===== config.mk =====
export PLATFORM = sky130hd
export DESIGN_NAME = cs_user_collector
export DESIGN_NICKNAME = d
export VERILOG_FILES = /design/src/rtl/cs_collect_pkg.sv /design/src/rtl/sf_classify.sv /design/src/rtl/bit_packer.sv /design/src/rtl/word_holder.sv /design/src/rtl/cs_user_collector.sv
export SDC_FILE = /design/constraint.sdc
export NUM_CORES = 1
export LEC_CHECK = 0
export ABC_AREA = 1
export BUFFER_PORTS_ARGS = -buffer_cell sky130_fd_sc_hd__clkbuf_2
export CAP_MARGIN = 20
export CORE_MARGIN = 2
export CORE_UTILIZATION = 52
export CTS_BUF_LIST = sky130_fd_sc_hd__clkbuf_4
export CTS_CLUSTER_DIAMETER = 100
export DETAILED_ROUTE_END_ITERATION = 10
export PLACE_DENSITY = 0.8
export SLEW_MARGIN = 10
export SYNTH_ARGS = -nofsm -noshare
export SYNTH_HDL_FRONTEND = slang
export SYNTH_SLANG_ARGS = --single-unit
export TNS_END_PERCENT = 1

===== constraint.sdc =====
create_clock -name clk -period 4.6 [get_ports clk]
set_input_delay 0.46 -clock clk [delete_from_list [all_inputs] [get_ports clk]]
set_output_delay 0.46 -clock clk [all_outputs]
set_load 0.02 [all_outputs]

===== src/rtl/cs_collect_pkg.sv =====
package cs_collect_pkg;

  typedef enum logic [1:0] {
    PRE_OPEN = 2'b00,
    PRE_CHA  = 2'b01,
    PRE_CHB  = 2'b10,
    PRE_RSVD = 2'b11
  } pre_e;

  typedef struct packed {
    logic take;
    logic open;
    logic pick;
    logic cs;
    logic user;
  } sf_event_t;

endpackage


===== src/rtl/sf_classify.sv =====
module sf_classify
  import cs_collect_pkg::*;
(
  input  logic       sf_valid,
  input  logic [1:0] sf_pre,
  input  logic       sf_cs,
  input  logic       sf_user,
  input  logic       sel_chan_b,
  output sf_event_t  ev
);
  pre_e kind;
  logic is_b;

  always_comb begin
    kind    = pre_e'(sf_pre);
    is_b    = (kind == PRE_CHB);
    ev.take = sf_valid && (kind != PRE_RSVD);
    ev.open = sf_valid && (kind == PRE_OPEN);
    ev.pick = ev.take && (is_b == sel_chan_b);
    ev.cs   = sf_cs;
    ev.user = sf_user;
  end
endmodule


===== src/rtl/bit_packer.sv =====
module bit_packer
  import cs_collect_pkg::*;
#(
  parameter int USER_W = 16,
  parameter int CS_W   = 8
) (
  input  logic              clk,
  input  logic              rst_n,
  input  sf_event_t         ev,
  output logic              emit,
  output logic              emit_open,
  output logic [CS_W-1:0]   emit_cs,
  output logic [USER_W-1:0] emit_user
);
  localparam int CNT_W = (USER_W > 1) ? $clog2(USER_W) : 1;
  localparam logic [CNT_W-1:0] LAST = CNT_W'(USER_W - 1);

  logic [USER_W-1:0] uacc, ubase, unext;
  logic [CS_W-1:0]   cacc, cbase, cnext;
  logic [CNT_W-1:0]  ucnt, cbasecnt;
  logic              open_pend, open_base;

  always_comb begin
    ubase     = ev.open ? '0 : uacc;
    cbase     = ev.open ? '0 : cacc;
    cbasecnt  = ev.open ? '0 : ucnt;
    open_base = ev.open | open_pend;
    if (USER_W > 1) unext = {ev.user, ubase[USER_W-1:1]};
    else            unext = ev.user;
    if (!ev.pick)    cnext = cbase;
    else if (CS_W > 1) cnext = {ev.cs, cbase[CS_W-1:1]};
    else             cnext = ev.cs;
    emit      = ev.take && (cbasecnt == LAST);
    emit_open = open_base;
    emit_cs   = cnext;
    emit_user = unext;
  end

  always_ff @(posedge clk) begin
    if (!rst_n) begin
      uacc      <= '0;
      cacc      <= '0;
      ucnt      <= '0;
      open_pend <= 1'b0;
    end else if (ev.take) begin
      if (emit) begin
        uacc      <= '0;
        cacc      <= '0;
        ucnt      <= '0;
        open_pend <= 1'b0;
      end else begin
        uacc      <= unext;
        cacc      <= cnext;
        ucnt      <= cbasecnt + 1'b1;
        open_pend <= open_base;
      end
    end
  end
endmodule


===== src/rtl/word_holder.sv =====
module word_holder #(
  parameter int WORD_W = 32
) (
  input  logic              clk,
  input  logic              rst_n,
  input  logic              load,
  input  logic [WORD_W-1:0] load_word,
  input  logic              rd_ready,
  output logic              held_valid,
  output logic [WORD_W-1:0] held_word,
  output logic              overrun
);
  always_ff @(posedge clk) begin
    if (!rst_n) begin
      held_valid <= 1'b0;
      held_word  <= '0;
      overrun    <= 1'b0;
    end else begin
      overrun <= load && held_valid && !rd_ready;
      if (load) begin
        held_valid <= 1'b1;
        held_word  <= load_word;
      end else if (rd_ready) begin
        held_valid <= 1'b0;
      end
    end
  end
endmodule


===== src/rtl/cs_user_collector.sv =====
module cs_user_collector
  import cs_collect_pkg::*;
#(
  parameter int USER_W = 16,
  parameter int CS_W   = 8,
  parameter int WORD_W = 32
) (
  input  logic              clk,
  input  logic              rst_n,
  input  logic              sel_chan_b,
  input  logic              sf_valid,
  output logic              sf_ready,
  input  logic [1:0]        sf_pre,
  input  logic              sf_cs,
  input  logic              sf_user,
  output logic              cw_valid,
  input  logic              cw_ready,
  output logic [WORD_W-1:0] cw_data,
  output logic              cw_overrun
);
  localparam int USED_W = USER_W + CS_W + 1;
  localparam int PAD_W  = WORD_W - USED_W;

  sf_event_t         ev;
  logic              emit, emit_open;
  logic [CS_W-1:0]   emit_cs;
  logic [USER_W-1:0] emit_user;
  logic [WORD_W-1:0] word;

  assign sf_ready = 1'b1;

  sf_classify u_cls (
    .sf_valid  (sf_valid),
    .sf_pre    (sf_pre),
    .sf_cs     (sf_cs),
    .sf_user   (sf_user),
    .sel_chan_b(sel_chan_b),
    .ev        (ev)
  );

  bit_packer #(.USER_W(USER_W), .CS_W(CS_W)) u_pack (
    .clk      (clk),
    .rst_n    (rst_n),
    .ev       (ev),
    .emit     (emit),
    .emit_open(emit_open),
    .emit_cs  (emit_cs),
    .emit_user(emit_user)
  );

  generate
    if (PAD_W > 0) begin : g_pad
      assign word = {{PAD_W{1'b0}}, emit_open, emit_cs, emit_user};
    end else begin : g_nopad
      assign word = {emit_open, emit_cs, emit_user};
    end
  endgenerate

  word_holder #(.WORD_W(WORD_W)) u_hold (
    .clk       (clk),
    .rst_n     (rst_n),
    .load      (emit),
    .load_word (word),
    .rd_ready  (cw_ready),
    .held_valid(cw_valid),
    .held_word (cw_data),
    .overrun   (cw_overrun)
  );
endmodule


==> impl_metrics.tcl <==
set metrics [dict create \
    drive_gt1_share_pct 14.8 \
    crit_top_cell "nand2_1" \
    synthSimpleGateAreaFrac_pct 36.3 \
    hold_path_class "input pin to flop" \
    leakagePower_nw 1.20 \
    wirelength_um 4400 \
    insertion_delay_ps 360 \
    slowest_delay_ps 520 \
    cts_resized 0 \
    p_comb_share_pct 6.7 \
    drv_cap 0 \
    ys_types 27 \
    p_int_mw 0.563 \
    grt_pass1_wl_um 7670 \
    fin_crit_ps 2410 \
    switching_share_pct 24.6 \
    grt_pass1_vias 1753 \
    die_w_um 71.6 \
    cts_sinks 55 \
    synth_area_mm2 0.00238 \
    synth_top_family_by_area "simple AND/OR/NAND/NOR gates" \
    drc 0 \
    dr.pass1.iters 5 \
    setup_viol 0 \
    hp-start "cw_ready" \
    end_kind "flop" \
    cts_buffers 5 \
    finalHoldViolations 0 \
    drt_iter0_drc 200 \
    postCtsSetupBuffers 0 \
    ys.flop_type "dfxtp_1" \
    cts_tree "yes" \
    finalCritPeriodShare_pct 52.5 \
    rsz0062_at_grt "false" \
    cts_hold_buf 0 \
    synth-compound-area-share_pct 4.31 \
    dp.cells 401 \
    seqPwrFrac_pct 64.7 \
    cts-root-buf "clkbuf_4" \
    clkTransAtPathRegs_ps 140 \
    slew_viol_final 0 \
    cts.path.max_buffers 2 \
    path_max_fanout 28 \
    synth_edf_count 0 \
    nNetsFinal 366 \
    reg2reg_setup_slack_ps 2550 \
    max_freq_mhz 414 \
    ant_nets 0 \
    worstMarginPinSlew_ps 912 \
    area.growth.synth_to_final_pct 6.84 \
    crit_family "simple AND/OR/NAND/NOR gates" \
    wire_per_inst_um 10.8 \
    fin_skew_ps 5.26 \
    maxSlewHeadroom_pct 39.2 \
    cp-start-kind "input pin" \
    worst-setup-path-type "input pin to flop" \
    die_h_um 71.6 \
    cp_slowest_cell "inv_1" \
    ys_ff_latch 55 \
    num_rows 24 \
    grt-ovfl-total 0 \
    grt_max_degree 30 \
    synth_fa_ha_area_share_pct 0.526 \
    min_path_cells 2 \
    syn_avg_cell_area_um2 7.16 \
    fp.coreArea_mm2 0.00438 \
    io_pins 44 \
    timing.rr.end "u_hold.held_word[9]" \
    ir_drop_mv 0.115 \
    die_area_mm2 0.00513 \
    status "finished clean" \
    track_usage_pct 18.4 \
    antenna_found_initial 0 \
    p_total_mw 0.746 \
    synthXorXnorAreaFrac_pct 0.736 \
    arrival_ps 2730 \
    cts.htree.levels 2 \
    port-buffer-count 35 \
    netlist_instances 332 \
    setup_tns_ps 0 \
    synth.area.mux_share_pct 0 \
    gp_congestion 0.825 \
    ys_seq_area_share_pct 46.3 \
    vias_per_cell 5.02 \
    cp_num_buf_inv 2 \
    n_antenna_cell 0 \
    powerDensity_mw_per_mm2 294 \
    vias 2052 \
    ys_async_sr_fraction_pct 0 \
    hold_end "u_hold.overrun" \
    p_switching_mw 0.183 \
    worstReg2RegStart "u_pack.ucnt[1]" \
    path_cells "clkbuf_2 > nor2_2 > nand2_4 > inv_1 > nor2_1 > ha_1 > nand4_4 > nor2_8 > nor2_4 > nand2_1 > nand2_1" \
    rr_worst_depth 8 \
    fin_cells 409 \
    start_util_pct 54.3 \
    synth_warnings 0 \
    clkPwrFrac_pct 28.6 \
    required_ps 4920 \
    hpwl_um 2940 \
]
-- layout by cell type (no fill, tap or decap), drive strengths merged, types with 3 or more instances in the layout --
cell type and n:
nand2 111, dfxtp 55, nand3 43, clkbuf 42, nor2 38, inv 31
a21oi 18, conb 8, nand4 3
-- kinds of logic after synthesis --
| kind of cell | count (synthesis) |
|---|---|
| xor+xnor | 2 |
| compound gates | 20 |
| simple gates | 197 |
| other cells | 2 |
| buf+inv | 55 |
| flops | 55 |
| fa+ha+maj | 1 |
-- power groups by stage --
stage	Combinational, mW	Sequential [mW]	Clock [mW]
after floorplan	0.0474	0.492	0
after global placement	0.0491	0.493	0
after detailed placement	0.0500	0.493	0
after CTS	0.0504	0.483	0.219
after global routing	0.0562	0.483	0.237
final	0.0501	0.483	0.214
-- flip-flops by register name, summed over array words and instances (netlist names) --
register	cells
u_pack.cacc	8
u_pack.uacc	15
u_pack.ucnt	4
u_pack.open_pend	1
u_hold.overrun	1
u_hold.held_word	25
u_hold.held_valid	1
-- worst max-delay path by stage --
stage | slack (ps) | to | cells after the start | from
after floorplan | 2670 | u_hold.held_word[0] | 12 | sf_pre[1]
after global placement | 1890 | u_hold.held_word[23] | 11 | sf_pre[1]
after detailed placement | 1810 | u_hold.held_word[12] | 11 | sf_pre[1]
after CTS | 2190 | u_hold.held_word[12] | 11 | sf_pre[1]
after global routing | 1880 | u_hold.held_word[20] | 11 | sf_pre[1]
final | 2190 | u_hold.held_word[9] | 11 | sf_pre[1]
-- synth_stat cells, drive strengths merged, types with 2 or more instances --
master  number  area, um2
nand2      111        434
dfxtp       55       1100
nand3       43        215
nor2        38        169
inv         31        116
buf         23        154
a21oi       18       90.1
nand4        3       33.8
conb         2       7.51
-- metrics by stage --
stage / setup slack, ps / util [%] / instance area [um2] / hold slack, ps
detailed placement: 1810 / 56.6 / 2480 / 434
global route: 1880 / 58.0 / 2540 / 243
global placement: 1890 / 56.6 / 2480 / 430
finish: 2190 / 58.0 / 2540 / 249
CTS: 2190 / 58.0 / 2540 / 239
floorplan: 2670 / - / 2400 / 445
-- routing by layer --
metal	up-vias	wire length (um)	track usage (%)
met2	67	1920	27.6
met1	910	2160	26.4
met3	7	258	3.94
li1	1068	-	-
met5	-	0	0
met4	0	59	6.08
-- cell type report --
type                            count  area, um2
Fill cell                         442       1840
Clock inverter                      1       5.00
Clock buffer                        7       52.6
Inverter                           31        116
Sequential cell                    55       1100
Timing Repair Buffer               35        175
Tap cell                           52       65.1
Multi-Input combinational cell    228       1030
Note: power is estimated with default switching activity, not from simulation.
